## src/rtl/rrx_pkg.sv

```systemverilog
// Shared types for the register-to-register execution unit.
// Assumes 4-bit register codes and opcodes taken from the top six bits of the opcode byte.
package rrx_pkg;

    localparam int CODE_W = 4;

    // Opcode values as seen in op_byte[7:2]
    typedef enum logic [5:0] {
        OPC_ADD = 6'h24,
        OPC_SUB = 6'h25,
        OPC_MUL = 6'h26,
        OPC_DIV = 6'h27,
        OPC_CMP = 6'h28,
        OPC_SHL = 6'h29,
        OPC_SHR = 6'h2A,
        OPC_MOV = 6'h2B,
        OPC_CLR = 6'h2D,
        OPC_TIX = 6'h2E
    } opc_e;

    localparam logic [CODE_W-1:0] RC_X = 4'd1;

    localparam logic [1:0] CC_LT = 2'd0;
    localparam logic [1:0] CC_EQ = 2'd1;
    localparam logic [1:0] CC_GT = 2'd2;

    // True for the defined register codes 0..6, 8 and 9
    function automatic logic reg_code_ok(input logic [CODE_W-1:0] c);
        return (c <= 4'd6) || (c == 4'd8) || (c == 4'd9);
    endfunction

endpackage

```

## src/rtl/rrx_decode.sv

```systemverilog
// Instruction decoder: splits the two bytes into operation, register fields,
// read/write register codes and a legality flag. Purely combinational.
// Assumes the caller qualifies every output with its own start strobe.
module rrx_decode
    import rrx_pkg::*;
(
    input  logic [7:0]        op_byte,
    input  logic [7:0]        reg_byte,
    output opc_e              opc,
    output logic [CODE_W-1:0] r2_field,
    output logic [CODE_W-1:0] rd_addr_a,
    output logic [CODE_W-1:0] rd_addr_b,
    output logic [CODE_W-1:0] wr_addr,
    output logic              has_write,
    output logic              has_cc,
    output logic              legal
);

    logic [CODE_W-1:0] r1_field;
    logic              op_ok;
    logic              uses_r2;

    assign r1_field = reg_byte[7:4];
    assign r2_field = reg_byte[3:0];
    assign opc      = opc_e'(op_byte[7:2]);

    // Classify the opcode: is it known, which fields it reads, and what it updates
    always_comb begin
        op_ok     = 1'b1;
        uses_r2   = 1'b0;
        has_write = 1'b1;
        has_cc    = 1'b0;
        wr_addr   = r2_field;
        case (opc)
            OPC_ADD, OPC_SUB, OPC_MUL, OPC_DIV, OPC_MOV: uses_r2 = 1'b1;
            OPC_CMP: begin
                uses_r2   = 1'b1;
                has_write = 1'b0;
                has_cc    = 1'b1;
            end
            OPC_SHL, OPC_SHR, OPC_CLR: wr_addr = r1_field;
            OPC_TIX: begin
                wr_addr = RC_X;
                has_cc  = 1'b1;
            end
            default: begin
                op_ok     = 1'b0;
                has_write = 1'b0;
            end
        endcase
    end

    // Legal only when the opcode is known and every field it uses names a defined register
    assign legal = op_ok && reg_code_ok(r1_field) && (!uses_r2 || reg_code_ok(r2_field));

    assign rd_addr_a = r1_field;
    assign rd_addr_b = (opc == OPC_TIX) ? RC_X : r2_field;

endmodule

```

## src/rtl/rrx_alu.sv

```systemverilog
// Datapath for the register-to-register operations. a is the r1 value,
// b is the r2 value (or X for the index-compare). Combinational.
// Assumes DATA_W is larger than the longest shift, 2**CNT_W.
module rrx_alu
    import rrx_pkg::*;
#(
    parameter int DATA_W = 24,
    parameter int CNT_W  = 4
) (
    input  opc_e              opc,
    input  logic [DATA_W-1:0] a,
    input  logic [DATA_W-1:0] b,
    input  logic [CNT_W-1:0]  cnt_field,
    output logic [DATA_W-1:0] result,
    output logic [1:0]        cc,
    output logic              div_zero
);

    localparam int AMT_W = CNT_W + 1;

    logic [AMT_W-1:0]         amt;
    logic [DATA_W-1:0]        x_next;
    logic [DATA_W-1:0]        divisor;
    logic signed [DATA_W-1:0] quotient;

    // Three-way signed compare into the condition-code encoding
    function automatic logic [1:0] cmp3(input logic [DATA_W-1:0] l, input logic [DATA_W-1:0] r);
        if ($signed(l) < $signed(r))  return CC_LT;
        else if (l == r)              return CC_EQ;
        else                          return CC_GT;
    endfunction

    assign amt      = AMT_W'(cnt_field) + AMT_W'(1);
    assign x_next   = b + DATA_W'(1);
    assign div_zero = (opc == OPC_DIV) && (a == '0);
    assign divisor  = (a == '0) ? DATA_W'(1) : a;
    assign quotient = $signed(b) / $signed(divisor);

    // Select the operation result and condition code
    always_comb begin
        result = '0;
        cc     = CC_EQ;
        case (opc)
            OPC_ADD: result = b + a;
            OPC_SUB: result = b - a;
            OPC_MUL: result = b * a;
            OPC_DIV: result = quotient;
            OPC_CMP: cc     = cmp3(a, b);
            OPC_SHL: result = (a << amt) | (a >> (DATA_W - int'(amt)));
            OPC_SHR: result = a >> amt;
            OPC_MOV: result = a;
            OPC_CLR: result = '0;
            OPC_TIX: begin
                result = x_next;
                cc     = cmp3(x_next, a);
            end
            default: result = '0;
        endcase
    end

endmodule

```

## src/rtl/rrx_unit.sv

```systemverilog
// Register-to-register execution unit (top). Presents the register write and
// condition-code strobes during the start cycle, so the register file commits
// them on the edge where done rises. done and illegal are registered.
// Assumes combinational register-file read data on both ports.
module rrx_unit
    import rrx_pkg::*;
#(
    parameter int DATA_W = 24
) (
    input  logic              clk,
    input  logic              rst_n,
    input  logic              start,
    input  logic [7:0]        op_byte,
    input  logic [7:0]        reg_byte,
    output logic [3:0]        rd_addr_a,
    input  logic [DATA_W-1:0] rd_data_a,
    output logic [3:0]        rd_addr_b,
    input  logic [DATA_W-1:0] rd_data_b,
    output logic              wr_en,
    output logic [3:0]        wr_addr,
    output logic [DATA_W-1:0] wr_data,
    output logic              cc_we,
    output logic [1:0]        cc_val,
    output logic              done,
    output logic              illegal
);

    opc_e              opc;
    logic [CODE_W-1:0] r2_field;
    logic              has_write;
    logic              has_cc;
    logic              legal;
    logic              div_zero;
    logic              ok_to_commit;
    logic              done_q;
    logic              illegal_q;

    rrx_decode u_dec (
        .op_byte   (op_byte),
        .reg_byte  (reg_byte),
        .opc       (opc),
        .r2_field  (r2_field),
        .rd_addr_a (rd_addr_a),
        .rd_addr_b (rd_addr_b),
        .wr_addr   (wr_addr),
        .has_write (has_write),
        .has_cc    (has_cc),
        .legal     (legal)
    );

    rrx_alu #(.DATA_W(DATA_W), .CNT_W(CODE_W)) u_alu (
        .opc       (opc),
        .a         (rd_data_a),
        .b         (rd_data_b),
        .cnt_field (r2_field),
        .result    (wr_data),
        .cc        (cc_val),
        .div_zero  (div_zero)
    );

    // An operation commits only when started, legal and not dividing by zero
    assign ok_to_commit = start && legal && !div_zero;
    assign wr_en        = ok_to_commit && has_write;
    assign cc_we        = ok_to_commit && has_cc;

    // Completion and fault flags, one cycle after start
    always_ff @(posedge clk) begin
        if (!rst_n) begin
            done_q    <= 1'b0;
            illegal_q <= 1'b0;
        end else begin
            done_q    <= start;
            illegal_q <= start && (!legal || div_zero);
        end
    end

    assign done    = done_q;
    assign illegal = illegal_q;

    assert_done_follows_start_R10: assert property (@(posedge clk) disable iff (!rst_n)
        start |=> done);
    assert_no_spurious_done_R10: assert property (@(posedge clk) disable iff (!rst_n)
        !start |=> !done);
    assert_idle_quiet_R10: assert property (@(posedge clk) disable iff (!rst_n)
        !start |-> (!wr_en && !cc_we));
    assert_illegal_with_done_R5: assert property (@(posedge clk) disable iff (!rst_n)
        illegal |-> done);
    assert_dual_update_is_x_R9: assert property (@(posedge clk) disable iff (!rst_n)
        (wr_en && cc_we) |-> (wr_addr == RC_X));
    assert_cc_encoding_R8: assert property (@(posedge clk) disable iff (!rst_n)
        cc_we |-> (cc_val != 2'd3));

endmodule

```

## config.mk

```make
export PLATFORM = sky130hd
export DESIGN_NAME = rrx_unit
export DESIGN_NICKNAME = d
export VERILOG_FILES = /design/src/rtl/rrx_pkg.sv /design/src/rtl/rrx_decode.sv /design/src/rtl/rrx_alu.sv /design/src/rtl/rrx_unit.sv
export SDC_FILE = /design/constraint.sdc
export NUM_CORES = 2
export LEC_CHECK = 0
export BUFFER_PORTS_ARGS = -buffer_cell sky130_fd_sc_hd__buf_2
export CAP_MARGIN = 15
export CORE_MARGIN = 5
export CORE_UTILIZATION = 61
export DETAILED_ROUTE_END_ITERATION = 10
export PLACE_DENSITY = 0.82
export SYNTH_ARGS = -nofsm -noshare
export SYNTH_HDL_FRONTEND = slang
export SYNTH_SLANG_ARGS = --single-unit
```

## constraint.sdc

```tcl
create_clock -name clk -period 49.3 [get_ports clk]
set_input_delay 0 -clock clk [delete_from_list [all_inputs] [get_ports clk]]
set_output_delay 0 -clock clk [all_outputs]
set_load 0.05 [all_outputs]
```

==> reports/metrics.cfg, run 1 <==
[yosys]
synth_most_common_cell = nand2_1
syn_area_sq_mm = 0.0340
syn_nets = 5621
synth_top_cell_by_area = ha_1
syn_avg_cell_area_sq_um = 6.98
synth_top_cell_area_share_pct = 17.5
synth_seq_cells = 2
postSynth.asyncResetShare_pct = 0
synth_area_leaders = ha_1, fa_1, xnor2_1
synth_edf_count = 0
yosysSeqAreaShare_pct = 0.118
synth.distinct_cells = 109
ys_top_cells_by_count = nand2_1, nor2_1, ha_1
synth_ff_type = dfxtp_1
synth_cells = 4865
ys_warn_count = 0

[place]
gp_congestion = 1.14
dp_hpwl_um = 133000
port_buffers = 106

[floorplanning]
start_util_pct = 61.7
die_x_um = 246
num_rows = 86
ioPinCount = 109
die_h_um = 246

[cts]
cts_hold_buf = 0
clockBufferDepth = 2
cts_root_buffer = clkbuf_16
htreeDepth = 1
cts.sinks = 2
cts_buffers = 3

[global_routing]
grt_max_degree = 68
grt-ovfl-total = 83
grt_usage_pct = 77.8
antenna_found_initial = 35

[sta]
worstEndpointType = primary output
worst_endpoint = wr_data[22]

[status]
stop_stage = global routing (5_1_grt)
status = did not finish
error = [ERROR GRT-0232] Routing congestion too high. Check the congestion heatmap in the GUI.

per-layer routing:
metal	GRT overflow	track usage, %
met3	6	65.3
met1	4	79.4
met5	0	42.6
met2	49	92.3
met4	24	70.4
what timing repair did:
item,4_1_cts
buffers inserted,4
hold endpoints to repair,0
pin swaps,6
resized for setup,38
setup endpoints to repair,24
stage by stage:
step | util [%] | worst slack (ns) | std cells | instance area [sq um] | TNS (ns)
2_1_floorplan | - | 0.0611 | 4865 | 34300 | 0
3_3_place_gp | 79.3 | 0.434 | 6626 | 43700 | 0
3_5_place_dp | 79.3 | -1.30 | 6626 | 43700 | -20.11
4_1_cts | 79.7 | 0.0530 | 6633 | 43900 | 0
kinds of logic after synthesis:
kind of cell / share of synthesized area [%]
AND/OR/NAND/NOR: 23.8
AO/OA/AOI/OAI: 26.1
adder cells (fa/ha/maj): 30.1
buffers and inverters: 7.04
XOR/XNOR: 9.31
multiplexers: 3.49
flip-flops: 0.118
==> run 2: changes to the inputs <==
--- a/config.mk
+++ b/config.mk
@@ -8,9 +8,9 @@
 export BUFFER_PORTS_ARGS = -buffer_cell sky130_fd_sc_hd__buf_2
 export CAP_MARGIN = 15
 export CORE_MARGIN = 5
-export CORE_UTILIZATION = 61
+export CORE_UTILIZATION = 40
 export DETAILED_ROUTE_END_ITERATION = 10
-export PLACE_DENSITY = 0.82
+export PLACE_DENSITY_LB_ADDON = 0.15
 export SYNTH_ARGS = -nofsm -noshare
 export SYNTH_HDL_FRONTEND = slang
 export SYNTH_SLANG_ARGS = --single-unit
==> constraint.sdc (replaced) <==
create_clock -name clk -period 64.1 [get_ports clk]
set_input_delay 0 -clock clk [delete_from_list [all_inputs] [get_ports clk]]
set_output_delay 0 -clock clk [all_outputs]
set_load 0.05 [all_outputs]
==> run 2 against run 1 <==
- the run now ends clean
- area after synthesis is the same
- synthesized cell count is the same
==> reports/metrics.cfg, run 2 <==
[detailed_routing]
wire_per_inst_um = 24.3
first_pass_iters = 7
drtIter0Drc = 4029
routed_via_density = 6.17
drc = 0
antenna_left = 0
routed_wl_um = 152000
vias = 38600

[pwr]
powerDensity_mw_per_mm2 = 34.9
finalPower_mw = 1.34
ir_worst_vdd_mv = 0.0556
leakagePower_nw = 17.7

[worst_setup_path]
critPathMaxFanout = 24
critPathSlowestCell = or3b_2
max_stage_delay_ns = 0.55
startpoint_type = input pin
cp.arrival_ns = 60.54
critPathKind = input pin to output port
end_kind = output port
critPathRequiredTime_ns = 64.10
critPathMostFrequentCell = ha_1

[yosys]
yosysSeqAreaShare_pct = 0.118  ; unchanged
synth.distinct_cells = 109  ; unchanged
syn_nets = 5621  ; unchanged
synth_ff_type = dfxtp_1
synth_top_cell_area_share_pct = 17.5  ; unchanged
synth_seq_cells = 2  ; unchanged
ys_top_cells_by_count = nand2_1, nor2_1, ha_1
synth_adder_area_share_pct = 30.1  ; unchanged
synth_compound_area_share_pct = 26.1  ; unchanged
synth_top_cell_by_area = ha_1
synth_edf_count = 0  ; unchanged
synth_top_family_by_area = adder cells
syn_area_sq_mm = 0.0340  ; unchanged
synth_area_leaders = ha_1, fa_1, xnor2_1
ys_warn_count = 0  ; unchanged
syn_avg_cell_area_sq_um = 6.98  ; unchanged
synth_xor_xnor_area_share_pct = 9.31  ; unchanged
synthMuxAreaShare_pct = 3.49  ; unchanged
synth_cells = 4865  ; unchanged
postSynth.asyncResetShare_pct = 0  ; unchanged
yosys.area_share.simple_pct = 23.8  ; unchanged
synth_most_common_cell = nand2_1

[flow_run]
drv_cap = 0

[status]
status = completed

[floorplanning]
ioPinCount = 109  ; unchanged
coreArea_sq_mm = 0.0840
start_util_pct = 40.5  ; -21 points
die_x_um = 301  ; +23%
die_h_um = 301  ; +23%
dieArea_sq_mm = 0.0909
num_rows = 106  ; +23%

[global_routing]
antenna_found_initial = 10
grt-ovfl-total = 0
grt_pass1_wl_um = 226000
grt_usage_pct = 32.1
grt_max_degree = 68
grt_pass1_vias = 36400

[sta]
period_minus_slack_ns = 60.54
layout_setup_ws_ns = 3.56
finalSetupViolations = 0
min_period_over_period_pct = 94.4
slew_violations = 0
rsz0062_at_grt = false
timing.hold.ws_ns = 0.0205
slew_headroom_pct = 19.5
max_freq_ghz = 0.0165
tns_ns = 0
hold_viol = 0
worst_slew_pin_slew_ns = 1.20

[cts]
cts_root_buffer = clkbuf_16
cts_tree = done
cts_buffers = 3  ; unchanged
clockBufferDepth = 2  ; unchanged
path_clk_slew_ns = 0.03
htreeDepth = 1  ; unchanged
cts.sinks = 2  ; unchanged

[place]
port_buffers = 106  ; unchanged
dpl_cell_area_sq_mm = 0.0383  ; -12%
post-place-ws_ns = 2.62  ; +3.92 ns
dp_cells = 6249  ; -5.7%
dp_hpwl_um = 119000  ; -11%
gp_congestion = 1.06  ; -7.4%

[cells_and_area]
multiInputGateArea_sq_mm = 0.0318
n_fill_cell = 8764
fin_cells = 6261
design_area_sq_mm = 0.0384
layout-drive-gt1-share_pct = 13.2
final_cell_mix = nand2_1, nor2_1, ha_1
final_util_pct = 45.8
layout_commonest_cell = nand2_1
area_growth_pct = 13.2
nets = 5881
regArea_sq_um = 40.0

[hold_path]
hold_class = input pin to flop
holdPathStages = 2

## run 2: cell counts after synthesis
No cell type changed its count.
## run 2: logic make-up (layout without fill, tap and decap cells)
logic type,after synthesis,after routing
fa+ha+maj,689,689
buf+inv,625,883
other cells,0,4
flops,2,2
simple gates,1754,1754
compound gates,1325,1325
mux,109,109
xor+xnor,361,361
## run 2: worst max-delay path, delay by kind of cell
kind | cells | cell delay, ns
AOI/OAI and AO/OA | 113 | 28.56
xor gates and xnor gates | 2 | 0.38
adders and majority gates | 25 | 8.05
buffers and inverters | 30 | 5.91
muxes | 6 | 1.75
and+or+nand+nor | 71 | 15.76
## run 2: routing by layer
metal  share of wire (%)  global-route usage [%]
met4                 5.1                    12.3
met1                  41                    42.7
met3                 9.5                    4.90
met5               0.051                       0
met2                  44                    52.5
## run 2: where the power goes
group,total [mW],switching (mW),internal [mW]
Sequential,0.00134,0.0000114,0.00133
Combinational,1.33,0.777,0.555
Clock,0.00944,0.00150,0.00794
## run 2: final timing paths
path	endpoint	slack (ns)	start
max	wr_data[20]	3.56	rd_data_a[0]
min	done	0.02	rst_n
## run 2: final cells by class
cell class	instances	area share [%]
Multi-Input combinational cell	4238	82.6
Timing Repair Buffer	480	9.50
Tap cell	1134	3.69
Inverter	400	3.91
Antenna cell	4	0.0260
Clock buffer	3	0.195
Sequential cell	2	0.104
## run 2: timing repair
item | 4_1_cts | 5_1_grt
resized for setup | 0 | 19
hold buffers | 0 | 0
buffers inserted | 0 | 5
endpoints found under the setup margin | 0 | 24
No activity file was read; power rests on OpenSTA's default activity.
